<file path="src/rtl/tbg_pkg.sv">
package tbg_pkg;
  typedef enum logic [2:0] {
    FC_READY = 3'd0,
    FC_INIT  = 3'd1,
    FC_DRIVE = 3'd2,
    FC_FLOAT = 3'd3,
    FC_PULSE = 3'd4
  } funcCode_e;

  typedef enum logic [2:0] {
    ST_IDLE,
    ST_EXEC,
    ST_ARMED,
    ST_SETTLE,
    ST_BURST
  } ctrlState_e;

  typedef struct packed {
    logic start;
    logic fast;
  } burstCmd_t;

  localparam int PULSES_PER_BURST = 8;
endpackage

</file>
<file path="src/rtl/tbg_datapath.sv">
module tbg_datapath
  import tbg_pkg::*;
#(
  parameter int FAST_DIV    = 2,
  parameter int SLOW_DIV    = 8,
  parameter int SYNC_STAGES = 2
) (
  input  logic      clk,
  input  logic      rstN,
  input  logic      trigIn,
  input  burstCmd_t bcmd,
  output logic      trigRise,
  output logic      trigLevel,
  output logic      burstOn,
  output logic      burstDone,
  output logic      sclkOut
);
  localparam int FAST_HALF = FAST_DIV / 2;
  localparam int SLOW_HALF = SLOW_DIV / 2;
  localparam int HW        = $clog2(SLOW_HALF + 1);
  localparam int EDGES     = 2 * PULSES_PER_BURST;
  localparam int EW        = $clog2(EDGES);

  logic [SYNC_STAGES-1:0] syncQ;
  logic                   trigPrev;
  logic                   fastSel;
  logic [HW-1:0]          halfCnt;
  logic [EW-1:0]          edgeCnt;
  logic                   lastHalf;

  // synchronizer chain; one stage per generate step
  always_ff @(posedge clk) begin
    if (!rstN) syncQ[0] <= 1'b0;
    else       syncQ[0] <= trigIn;
  end
  for (genvar i = 1; i < SYNC_STAGES; i++) begin : g_sync
    always_ff @(posedge clk) begin
      if (!rstN) syncQ[i] <= 1'b0;
      else       syncQ[i] <= syncQ[i-1];
    end
  end

  always_ff @(posedge clk) begin
    if (!rstN) trigPrev <= 1'b0;
    else       trigPrev <= syncQ[SYNC_STAGES-1];
  end

  assign trigLevel = syncQ[SYNC_STAGES-1];
  assign trigRise  = trigLevel & ~trigPrev;

  assign lastHalf  = fastSel ? (halfCnt == HW'(FAST_HALF - 1))
                             : (halfCnt == HW'(SLOW_HALF - 1));
  assign burstDone = burstOn && lastHalf && (edgeCnt == EW'(EDGES - 1));

  always_ff @(posedge clk) begin
    if (!rstN) begin
      burstOn <= 1'b0;
      fastSel <= 1'b0;
      halfCnt <= '0;
      edgeCnt <= '0;
      sclkOut <= 1'b0;
    end else if (bcmd.start) begin
      burstOn <= 1'b1;
      fastSel <= bcmd.fast;
      halfCnt <= '0;
      edgeCnt <= '0;
      sclkOut <= 1'b0;
    end else if (burstOn) begin
      if (lastHalf) begin
        halfCnt <= '0;
        edgeCnt <= edgeCnt + 1'b1;
        sclkOut <= ~sclkOut;
        if (burstDone) burstOn <= 1'b0;
      end else begin
        halfCnt <= halfCnt + 1'b1;
      end
    end
  end

  // the clock rests low outside a burst
  p_idle_low_r7: assert property (@(posedge clk) disable iff (!rstN)
    !burstOn |-> !sclkOut);
  // the last edge of a burst is a falling one
  p_last_fall_r5: assert property (@(posedge clk) disable iff (!rstN)
    burstDone |=> !sclkOut && !burstOn);
endmodule

</file>
<file path="src/rtl/tbg_ctrl.sv">
module tbg_ctrl
  import tbg_pkg::*;
#(
  parameter int SAMPLE_DLY = 4
) (
  input  logic       clk,
  input  logic       rstN,
  input  logic       cmdValid,
  input  logic [2:0] cmdCode,
  input  logic       stopReq,
  input  logic       trigRise,
  input  logic       trigLevel,
  input  logic       burstOn,
  input  logic       burstDone,
  output burstCmd_t  bcmd,
  output logic [2:0] funcCode,
  output logic       sclkOe
);
  localparam int DW = $clog2(SAMPLE_DLY) + 1;

  ctrlState_e     state;
  logic [DW-1:0]  settleCnt;
  logic           stopLatched;
  logic           exitPending;
  logic           settleDone;
  logic           cmdLegal;

  assign cmdLegal   = (cmdCode != FC_READY) && (cmdCode <= FC_PULSE);
  assign settleDone = (state == ST_SETTLE) && (settleCnt == DW'(SAMPLE_DLY - 1));
  assign bcmd.start = settleDone;
  assign bcmd.fast  = trigLevel | stopLatched;

  always_ff @(posedge clk) begin
    if (!rstN) begin
      state       <= ST_IDLE;
      funcCode    <= FC_READY;
      sclkOe      <= 1'b0;
      settleCnt   <= '0;
      stopLatched <= 1'b0;
      exitPending <= 1'b0;
    end else begin
      if (stopReq && funcCode == FC_PULSE) stopLatched <= 1'b1;
      unique case (state)
        ST_IDLE: if (cmdValid && cmdLegal) begin
          funcCode <= cmdCode;
          state    <= (cmdCode == FC_PULSE) ? ST_ARMED : ST_EXEC;
        end
        ST_EXEC: begin
          if (funcCode == FC_DRIVE) sclkOe <= 1'b1;
          else                      sclkOe <= 1'b0;
          funcCode <= FC_READY;
          state    <= ST_IDLE;
        end
        ST_ARMED: if (trigRise) begin
          settleCnt <= '0;
          state     <= ST_SETTLE;
        end
        ST_SETTLE: begin
          settleCnt <= settleCnt + 1'b1;
          if (settleDone) begin
            exitPending <= stopLatched;
            state       <= ST_BURST;
          end
        end
        ST_BURST: if (burstDone) begin
          if (exitPending) begin
            funcCode    <= FC_READY;
            stopLatched <= 1'b0;
            exitPending <= 1'b0;
            state       <= ST_IDLE;
          end else begin
            state <= ST_ARMED;
          end
        end
        default: state <= ST_IDLE;
      endcase
    end
  end

  // only defined codes ever appear
  p_code_legal_r2: assert property (@(posedge clk) disable iff (!rstN)
    funcCode <= FC_PULSE);
  // one-cycle commands complete on the next edge
  p_done_r2: assert property (@(posedge clk) disable iff (!rstN)
    (funcCode inside {FC_INIT, FC_DRIVE, FC_FLOAT}) |=> funcCode == FC_READY);
  // the pin driver is untouched while pulse mode runs
  p_oe_hold_r4: assert property (@(posedge clk) disable iff (!rstN)
    (funcCode == FC_PULSE) |=> $stable(sclkOe));
  // a burst never starts over a running one
  p_start_free_r8: assert property (@(posedge clk) disable iff (!rstN)
    bcmd.start |-> !burstOn);
endmodule

</file>
<file path="src/rtl/trig_burst_gen.sv">
module trig_burst_gen
  import tbg_pkg::*;
#(
  parameter int FAST_DIV    = 2,
  parameter int SLOW_DIV    = 8,
  parameter int SAMPLE_DLY  = 4,
  parameter int SYNC_STAGES = 2
) (
  input  logic       clk,
  input  logic       rstN,
  input  logic       cmdValid,
  input  logic [2:0] cmdCode,
  input  logic       stopReq,
  input  logic       trigIn,
  output logic [2:0] funcCode,
  output logic       ready,
  output logic       sclkOut,
  output logic       sclkOe
);
  burstCmd_t bcmd;
  logic      trigRise;
  logic      trigLevel;
  logic      burstOn;
  logic      burstDone;

  tbg_ctrl #(.SAMPLE_DLY(SAMPLE_DLY)) u_ctrl (
    .clk(clk), .rstN(rstN), .cmdValid(cmdValid), .cmdCode(cmdCode),
    .stopReq(stopReq), .trigRise(trigRise), .trigLevel(trigLevel),
    .burstOn(burstOn), .burstDone(burstDone), .bcmd(bcmd),
    .funcCode(funcCode), .sclkOe(sclkOe)
  );

  tbg_datapath #(.FAST_DIV(FAST_DIV), .SLOW_DIV(SLOW_DIV), .SYNC_STAGES(SYNC_STAGES)) u_dp (
    .clk(clk), .rstN(rstN), .trigIn(trigIn), .bcmd(bcmd),
    .trigRise(trigRise), .trigLevel(trigLevel), .burstOn(burstOn),
    .burstDone(burstDone), .sclkOut(sclkOut)
  );

  assign ready = (funcCode == FC_READY);
endmodule

</file>
<file path="config.mk">
export PLATFORM = sky130hd
export DESIGN_NAME = trig_burst_gen
export DESIGN_NICKNAME = d
export VERILOG_FILES = /design/src/rtl/tbg_pkg.sv /design/src/rtl/tbg_datapath.sv /design/src/rtl/tbg_ctrl.sv /design/src/rtl/trig_burst_gen.sv
export SDC_FILE = /design/constraint.sdc
export NUM_CORES = 1
export LEC_CHECK = 0
export BUFFER_PORTS_ARGS = -buffer_cell sky130_fd_sc_hd__buf_2
export CAP_MARGIN = 20
export CORE_UTILIZATION = 40
export CTS_CLUSTER_DIAMETER = 80
export DETAILED_ROUTE_END_ITERATION = 8
export HOLD_SLACK_MARGIN = 0.06
export PLACE_DENSITY = 0.68
export SLEW_MARGIN = 40
export SYNTH_ARGS = -nofsm -noshare
export SYNTH_HDL_FRONTEND = slang
export SYNTH_SLANG_ARGS = --single-unit
</file>
<file path="constraint.sdc">
create_clock -name clk -period 2 [get_ports clk]
set_clock_uncertainty 0.2 [all_clocks]
set_input_delay 0.3 -clock clk [delete_from_list [all_inputs] [get_ports clk]]
set_output_delay 0.3 -clock clk [all_outputs]
set_load 0.03 [all_outputs]
</file>
==> Yosys cells after proc, flatten, opt, wreduce, memory -nomap -nowiden <==
Cells that the tools add are included.
{ "word_totals": {"out_inout_bits": 6, "word_cells": 84, "reg_bits": 25, "in_bits": 8} }
{ "op_classes": {"muxes": 27, "addsub": 3, "n_reduce_logical": 19, "bitwise_logic": 5, "n_eq_ne": 15, "order_cmp": 1} }
{ "ops": {"columns": ["operator", "count"], "rows": [
  ["two-way mux 3 bit", 9],
  ["equality test 3 x 2 -> 1 bit, second input constant", 5],
  ["two-way mux 1 bit", 12],
  ["case mux 3 bit (4 select lines)", 1],
  ["equality test 3 bit, second input constant", 3],
  ["zero test 3 bit", 3],
  ["case mux 3 bit (3 select lines)", 1],
  ["AND reduction 4 bit", 2],
  ["adder 3 x 1 -> 3 bit, second input constant", 2],
  ["logical AND 1 bit", 6],
  ["inequality test 2 x 1 -> 1 bit, second input constant", 3],
  ["case mux 3 bit (2 select lines)", 1],
  ["nonzero test 3 bit", 2],
  ["adder 4 x 1 -> 4 bit, second input constant", 1],
  ["equality test 4 bit, second input constant", 1],
  ["two-way mux 2 bit", 2],
  ["inequality test 2 bit, second input constant", 2],
  ["AND reduction 2 bit", 2],
  ["nonzero test 2 bit", 2],
  ["equality test 3 x 1 -> 1 bit, second input constant", 1],
  ["less-or-equal comparator 3 bit, second input constant", 1],
  ["NOT 1 bit", 3],
  ["AND reduction 3 bit", 1],
  ["case mux 1 bit (2 select lines)", 1],
  ["other kinds (3)", 3]
]} }

==> Depth between registers and ports, before layout <==
Gate-level depths: netlist of run 1.
{ "depth": {"ltp_word": 8, "mapped_depth": 6, "ltp_nobuf": 6} }

==> By module <==
From an unflattened synthesis of run 1, not the netlist that was laid out.
{ "unflattened": {"cells_unflattened": 143, "hier_area_um2": 1345.0} }
{ "by_module_without_submodules": {"columns": ["mod", "seq_area_each_um2", "area_each_um2", "cells_each", "n_inst"], "rows": [
  ["tbg_ctrl", 240.2, 701.9, 79, 1],
  ["tbg_datapath", 260.2, 633.1, 63, 1],
  ["trig_burst_gen", 0.0, 10.0, 1, 1]
]} }

==> Worst setup path after synthesis of run 1 <==
OpenSTA, ideal clock, no wires.
{ "synth_path": {"kind": "flip-flop to output port", "startpoint": "register u_ctrl.funcCode[0]", "endpoint": "output ready", "required_ns": 1.500, "path_buffers": 0, "t_arrival_ns": 1.165, "setup_slack_ns": 0.335, "stages_incl_launch_ff": 2, "cell_sequence": "dfxtp_1 nor3_1"} }
{ "synth_via": {"elab_chain_len": 1} }
{ "synth_rtl": {"columns": ["item", "line", "source"], "rows": [
  ["start, declared", "tbg_ctrl.sv:16", "output logic [2:0] funcCode,"],
  ["start signal, assigned", "tbg_ctrl.sv:45", "funcCode <= cmdCode;"],
  ["zero test 3 bit", "trig_burst_gen.sv:39", "assign ready = (funcCode == FC_READY);"],
  ["end, declared", "trig_burst_gen.sv:16", "output logic ready,"]
]} }
Every way passes these cells.

==> Final worst setup path of run 1 <==
{ "layout_path": {"startpoint": "register u_dp.halfCnt[0]", "endpoint": "register u_ctrl.exitPending"} }
{ "layout_via": {"elab_chain_len": 6, "word_cells_on_any_way": 7, "classes_between": "eq/ne: 2; mux: 1; reduce/logical: 4"} }
{ "layout_rtl": {"columns": ["item", "line", "source"], "rows": [
  ["start, declared", "tbg_datapath.sv:27", "logic [HW-1:0] halfCnt;"],
  ["start signal, assigned", "tbg_datapath.sv:75", "halfCnt <= halfCnt + 1'b1;"],
  ["equality test 3 x 2 -> 1 bit / zero test 3 bit (equally long branches)", "tbg_datapath.sv:52, tbg_datapath.sv:51", null],
  ["two-way mux 1 bit *", "tbg_datapath.sv:51", "assign lastHalf = fastSel ? (halfCnt == HW'(FAST_HALF - 1))"],
  ["logical AND 1 bit * (2 in a row)", "tbg_datapath.sv:53", "assign burstDone = burstOn && lastHalf && (edgeCnt == EW'(EDGES - 1));"],
  ["inequality test 2 bit (no line) *", null, null],
  ["AND reduction 3 bit (no line) *", null, null],
  ["end signal, assigned", "tbg_ctrl.sv:61", "exitPending <= stopLatched;"],
  ["end, declared", "tbg_ctrl.sv:24", "logic exitPending;"]
]} }
Every way passes the cells marked *; elsewhere a longest branch is shown, timed or not.
A chain may end at the register's enable or synchronous reset.

==> out/metrics.csv, run 1 <==
stage;metric;value;unit
status;status;finished with violations;
status;violated checks;DRC;
final_layout;most frequent cells in the layout;25 x dfxtp_1, 13 x nand2_1, 13 x buf_2;
cts;TritonCTS clock tree;built;
global_route;grt ovf;0;
place;port buffer count;13;
yosys;Avg Inst Size Synth;9.14;um^2
setup_path;Crit. Startpoint;u_dp.halfCnt[0]$_SDFFE_PP0P_;
yosys;Seq/Total Area, Yosys;40.6;%
setup_path;cell mode on critical path;ha_1;
min_path;worst hold endpoint;u_dp.fastSel$_SDFFE_PN0P_;
floorplanning;die area;3310;um^2
floorplanning;Die X;57.5;um
yosys;#FFs+latches synth;25;
setup_path;Slowest-stage cell, CP;dfxtp_1;
floorplanning;Die Ht;57.5;um
final_layout;most common cell after layout, fill and taps aside;dfxtp_1;
sta;achievable clock frequency;537;MHz
yosys;number of enable flip-flop cells after synthesis;0;
floorplanning;starting density of the core;43.6;%
power;VDD IR max;0.000407;V
yosys;Synth Warn #;0;
setup_path;worst r2r src;u_dp.halfCnt[0]$_SDFFE_PP0P_;
cts;CTS HTree Levels;1;
route;Routed Antenna Nets;0;
final_layout;Area Growth Syn to Fin;11.6;%
yosys;Cells after Synth;135;
min_path;WHS Path Cells;2;
final_layout;layout cell share with drive strength beyond 1;16.4;%
yosys;Cell Area, Synth;1230;um^2
setup_path;crit end category;flop;
sta;Slew @ Worst Pin;0.372;ns
floorplanning;core area;2830;um^2
route;routed len/inst;12.8;um
place;RePlAce Congestion;0.786;
cts;Clock Path Buffers;2;
setup_path;critical path depth in cells;6;
sta;post-route minimum period;1.86;ns
power;power per cell area;599;nW/um^2
route;DRT Pass-1 Iters;8;
setup_path;worst path bufs/invs;0;
min_path;HP Class;input port to flop;
sta;final-report setup violation count;0;
setup_path;Worst Path Arrival;1.88;ns
setup_path;R2R Path End;u_ctrl.exitPending$_SDFFE_PN0P_;
setup_path;Setup crit start kind;flop;
setup_path;Largest stage delay, worst path;0.39;ns
sta;Hold Vio Cnt, Final;0;
sta;headroom to the max-slew limit;74.5;%
setup_path;crit-path cells;ha_1, ha_1, nand3b_1, a21oi_1, nor3b_2, o22ai_1;
route;Via density;5.52;
global_route;vias in the first global route;1053;
global_route;initial antenna violation count;0;
setup_path;critical path's top delay family;compound AO/OA/AOI/OAI gates;
route;Vias;1010;
final_layout;cell area after layout;1380;um^2
yosys;Synth Net Count;150;
cts;clk sinks;25;
yosys;main flop type after synthesis;dfxtp_1;
setup_path;required time worst endpoint;2.02;ns
global_route;largest net degree at the start of global routing;21;
setup_path;FF-to-FF setup slack;0.14;ns
global_route;first-pass GRT wire length;4.22;mm
sta;Max Slew Vio Count;0;
yosys;Yosys cell types;41;
cts;Clock Latency Late Sink;0.32;ns
sta;RSZ-0062 raised after global routing;no;
cts;setup bufs post-CTS;0;
cts;Root Driver;clkbuf_4;
route;DRC;1;
setup_path;WS Path Type;flop to flop;
cts;Num CTS Buffers;3;
route;DRT iter0 DRCs;72;
final_layout;layout net count;168;
floorplanning;IO Pins;14;
route;final wirelength;2.34;mm
sta;crit share post-route;93.1;%
power;leakage power;0.533;nW
place;Detailed Place HPWL;1.70;mm
global_route;Tot GR Track Use;16.4;%
job;max capacitance violation total;0;
place;placed inst area;1310;um^2
setup_path;Crit Path Max Fanout;5;
min_path;Worst Hold Launch;rstN;
final_layout;ant diodes;0;
setup_path;cell count of the worst reg-to-reg path;6;
final_layout;layout filler cell count;275;
floorplanning;Row Count;19;
cts;Clock transition at path regs;0.12;ns
sta;setup TNS;0;ns
yosys;Post-synth ARST share;0;%
## worst max path at each step
stage | end | slack (ns)
4_1_cts | u_ctrl.exitPending$_SDFFE_PN0P_ | 0.17
6_report | u_ctrl.exitPending$_SDFFE_PN0P_ | 0.14
5_1_grt | u_ctrl.exitPending$_SDFFE_PN0P_ | 0.03
3_3_place_gp | u_ctrl.state[0]$_SDFFE_PN0P_ | 0.23
3_5_place_dp | u_ctrl.state[0]$_SDFFE_PN0P_ | 0.16
2_1_floorplan | ready | 0.34
## state kept, by name, indices dropped and copies added (netlist names)
| name | flops |
|---|---|
| u_ctrl.exitPending | 1 |
| u_ctrl.funcCode | 3 |
| u_ctrl.sclkOe | 1 |
| u_ctrl.settleCnt | 3 |
| u_ctrl.state | 3 |
| u_ctrl.stopLatched | 1 |
| u_dp.burstOn | 1 |
| u_dp.edgeCnt | 4 |
| u_dp.fastSel | 1 |
| u_dp.halfCnt | 3 |
| u_dp.sclkOut | 1 |
| u_dp.syncQ | 1 |
| u_dp.trigLevel | 1 |
| u_dp.trigPrev | 1 |
## power by group
part / internal, mW / switching [mW] / total (mW)
clock: 0.0783 / 0.143 / 0.222
sequential: 0.507 / 0.0120 / 0.519
combinational: 0.0354 / 0.0479 / 0.0834
total: 0.621 / 0.203 / 0.824
## worst register-to-register path: stages (launching register included)
cell and delay (ns):
dfxtp_1 0.39, ha_1 0.17, ha_1 0.17, nand3b_1 0.16, a21oi_1 0.32, nor3b_2 0.25, o22ai_1 0.11
## cell families after synthesis
group | synth area share [%]
compound gates | 15.8
xor+xnor | 2.84
fa+ha+maj | 7.10
buf+inv | 4.16
flops | 40.6
mux | 2.43
simple gates | 27.1
## routing by layer
layer	global-route usage (%)	up-vias	share of wire, %
met5	0	-	0
met2	30.1	12	52
met1	17.3	494	44
met3	4.99	2	2.9
li1	-	502	-
met4	6.27	0	0.98
## cells in the mapped netlist (all sizes together) (2+ instances only)
master	count	area [um^2]
and2	3	18.8
xnor2	4	35.0
nor2b	7	43.8
nand3b	2	15.0
inv	5	18.8
a21oi	8	40.0
nand2b	5	38.8
o21ai	7	35.0
o22ai	2	12.5
nor3	2	10.0
nor3b	2	25.0
a22oi	2	15.0
nand3	5	25.0
buf	3	23.8
dfxtp	25	500
mux2i	3	30.0
nand2	14	60.1
a21boi	4	30.0
ha	7	87.6
nor2	9	33.8
## area by class of cell
class                   count  area, um^2  area share (%)
well taps                  31        38.8            2.82
repair buffers             17         105            7.64
flip-flops and latches     25         500            36.4
multi-input cells         100         682            49.5
inverters                   6        23.8            1.73
clock buffers               4        26.3            1.91
## stage by stage
step | power, mW | cells | setup slack (ns) | hold WS [ns] | utilization (%)
after detailed placement | 0.607 | 175 | 0.156 | 0.230 | 46.3
final | 0.824 | 183 | 0.138 | 0.160 | 48.7
after global routing | 0.871 | 183 | 0.0260 | 0.161 | 48.7
after global placement | 0.605 | 175 | 0.232 | 0.223 | 46.3
after CTS | 0.835 | 183 | 0.166 | 0.149 | 48.7
after floorplan | 0.586 | 135 | 0.335 | 0.209 | -
## timing repair
action | 4_1_cts | 5_1_grt
hold buffers | 4 | 0
resized for setup | 0 | 0
endpoints found under the hold margin | 4 | 0
Power figures use the tool's default switching activity.
==> run 2, diff against run 1 <==
Settings changed: RECOVER_POWER set to 50, SYNTH_HIERARCHICAL set to 1.
Clock period 2 ns to 2.1 ns, I/O delays scaled along.
==> out/metrics.csv, run 2 <==
stage;metric;value;unit
cts;Root Driver;clkbuf_4;
yosys;Cells after Synth;143;
yosys;Cell Area, Synth;1350;um^2
yosys;Commonest cells post-synth;25 x dfxtp_1, 13 x nand2_1, 10 x nand3_1;
sta;Slew @ Worst Pin;0.536;ns
route;Vias;1053;
floorplanning;starting density of the core;43.0;%
route;DR WL met2;1.30;mm
yosys;Post-synth ARST share;0;%
min_path;worst hold endpoint;u_ctrl/stopLatched$_SDFF_PN0_;
setup_path;Crit Path Max Fanout;7;
global_route;first-pass GRT wire length;4.59;mm
global_route;largest net degree at the start of global routing;14;
global_route;vias in the first global route;1067;
setup_path;critical path's top delay family;compound AO/OA/AOI/OAI gates;
cts;CTS HTree Levels;1;
yosys;largest cells by area after synthesis;dfxtp_1 37%, ha_1 6.5%, mux2i_1 5.2%;
power;VDD IR max;0.000226;V
global_route;Tot GR Track Use;17.3;%
power;power per cell area;557;nW/um^2
setup_path;required time worst endpoint;2.14;ns
floorplanning;die area;3600;um^2
floorplanning;Die X;60.0;um
cts;Num CTS Buffers;3;
final_layout;most common cell after layout, fill and taps aside;dfxtp_1;
floorplanning;Row Count;20;
min_path;HP Class;input port to flop;
cts;setup bufs post-CTS;0;
setup_path;cell count of the worst reg-to-reg path;7;
sta;RSZ-0062 raised after global routing;no;
setup_path;Setup crit start kind;flop;
final_layout;Largest Register;u_dp/edgeCnt;
cts;Clock Path Buffers;2;
floorplanning;IO Pins;14;
yosys;top-area cell type share of the netlist area;37.2;%
route;Met3 Wirelength;54;um
final_layout;Area Growth Syn to Fin;13.5;%
sta;post-route minimum period;1.94;ns
yosys;main flop type after synthesis;dfxtp_1;
setup_path;worst r2r src;u_ctrl/settleCnt[0]$_SDFFE_PN0P_;
global_route;grt ovf;0;
status;status;finished, final reports clean;
setup_path;WS Path Type;flop to flop;
route;Via density;5.04;
min_path;WHS Path Cells;3;
setup_path;Largest stage delay, worst path;0.40;ns
final_layout;layout net count;181;
yosys;Avg Inst Size Synth;9.41;um^2
setup_path;worst path bufs/invs;1;
final_layout;layout cell share with drive strength beyond 1;16.4;%
cts;Clock transition at path regs;0.14;ns
place;RePlAce Congestion;0.764;
route;Highest Signal Layer;met4;
route;met1 WL;1.18;mm
route;Routed Antenna Nets;0;
cts;clk sinks;25;
route;DRT Pass-1 Iters;4;
final_layout;most frequent cells in the layout;25 x dfxtp_1, 13 x nand2_1, 10 x clkbuf_1, 10 x nand3_1, 8 x nor2b_1;
setup_path;cell mode on critical path;ha_1;
sta;Hold Vio Cnt, Final;0;
setup_path;FF-to-FF setup slack;0.16;ns
power;leakage power;0.633;nW
yosys;Synth Net Count;158;
sta;headroom to the max-slew limit;64.3;%
sta;achievable clock frequency;517;MHz
final_layout;ant diodes;0;
sta;final setup margin;0.165;ns
yosys;count leader, synth;dfxtp_1;
yosys;Seq/Total Area, Yosys;37.2;%
sta;Max Slew Vio Count;0;
final_layout;number of flip-flops under the largest register name;4;
cts;TritonCTS clock tree;built;
place;port buffer count;13;
place;dpl ws;0.0862;ns
route;DRC;0;
floorplanning;Die Ht;60.0;um
power;total power;0.850;mW
yosys;Yosys cell types;47;
cts;Clock Latency Late Sink;0.31;ns
setup_path;R2R Path End;u_dp/edgeCnt[3]$_SDFFE_PP0P_;
yosys;number of enable flip-flop cells after synthesis;0;
sta;setup TNS;0;ns
sta;crit share post-route;92.2;%
global_route;initial antenna violation count;0;
setup_path;crit-path cells;ha_1, ha_1, nand3_1, inv_1, nand2b_4, a2111o_1, o21ai_0;
route;DRT iter0 DRCs;48;
min_path;Worst Hold Launch;stopReq;
place;Detailed Place HPWL;1.90;mm
yosys;#FFs+latches synth;25;
setup_path;crit end category;flop;
setup_path;Slowest-stage cell, CP;a2111o_1;
route;final wirelength;2.57;mm
job;max capacitance violation total;0;
floorplanning;core area;3130;um^2
setup_path;Worst Path Arrival;1.98;ns
yosys;Synth Warn #;6;
sta;final-report setup violation count;0;
route;routed len/inst;12.3;um
yosys;post-synth top area cell;dfxtp_1;
[run 2: changes by cell type in the layout (fill, tap and decap cells not counted), moves of 3 or more]
cell / change
nand3_1: +5
buf_2: -7
mux2i_1: +4
xnor2_1: -3
nor2_1: -3
buf_4: +4
clkbuf_1: +9
[run 2: repair_timing]
action | 4_1_cts | 5_1_grt
endpoints found under the setup margin | 0 | 1
gates resized for setup | 0 | 2
endpoints found under the hold margin | 4 | 0
hold buffers | 4 | 0
[run 2: worst max-delay path by stage]
stage,from,endpoint,cells past startpoint
3_3_place_gp,u_ctrl/settleCnt[0]$_SDFFE_PN0P_,u_dp/edgeCnt[3]$_SDFFE_PP0P_,7
2_1_floorplan,u_ctrl/settleCnt[0]$_SDFFE_PN0P_,u_dp/edgeCnt[3]$_SDFFE_PP0P_,8
4_1_cts,u_ctrl/settleCnt[0]$_SDFFE_PN0P_,u_dp/edgeCnt[3]$_SDFFE_PP0P_,7
6_report,u_ctrl/settleCnt[0]$_SDFFE_PN0P_,u_dp/edgeCnt[3]$_SDFFE_PP0P_,7
5_1_grt,u_dp/halfCnt[0]$_SDFFE_PP0P_,u_ctrl/funcCode[0]$_SDFFE_PN0P_,8
3_5_place_dp,u_ctrl/settleCnt[0]$_SDFFE_PN0P_,u_dp/edgeCnt[3]$_SDFFE_PP0P_,7
[run 2: per-layer routing]
metal  global-route usage (%)  vias up
met4                     8.31        0
met1                     19.0      483
met2                     31.7       13
li1                         -      553
met3                     2.81        4
met5                        0        -
[run 2: area by class of cell]
class / count / area (um^2)
fill: 307 / 1600
multi-input combinational: 106 / 781
sequential: 25 / 500
timing repair buffer: 24 / 141
tap: 44 / 55.1
clock buffer: 4 / 26.3
inverter: 6 / 22.5
[run 2: worst reg2reg max path: stages, from the launching register on]
cell and delay, ns:
dfxtp_1 0.35, ha_1 0.20, ha_1 0.21, nand3_1 0.13, inv_1 0.11, nand2b_4 0.19
a2111o_1 0.40, o21ai_0 0.07
[run 2: logic make-up (layout without fill, tap and decap cells)]
group           count (synthesis)  count (layout)  share of synthesized area [%]
simple gates                   62              62                           28.3
compound gates                 29              29                           16.8
flops                          25              25                           37.2
buf+inv                        12              34                           5.30
fa+ha+maj                       7               7                           6.51
mux                             7               7                           5.21
xor+xnor                        1               1                          0.651
[run 2: stage by stage]
step | hold WS [ns] | instances | cell area (um^2) | util (%)
2_1_floorplan | 0.212 | 143 | 1350 | -
3_3_place_gp | 0.213 | 201 | 1470 | 47.0
3_5_place_dp | 0.230 | 201 | 1470 | 47.0
4_1_cts | 0.103 | 209 | 1540 | 49.1
5_1_grt | 0.233 | 209 | 1530 | 48.8
6_report | 0.251 | 209 | 1530 | 48.8
[run 2: where the power goes]
part / leakage (nW) / switching (mW) / internal [mW]
combinational: 0.416 / 0.0790 / 0.0559
sequential: 0.203 / 0.0135 / 0.488
clock: 0.0150 / 0.140 / 0.0741
total: 0.633 / 0.233 / 0.618
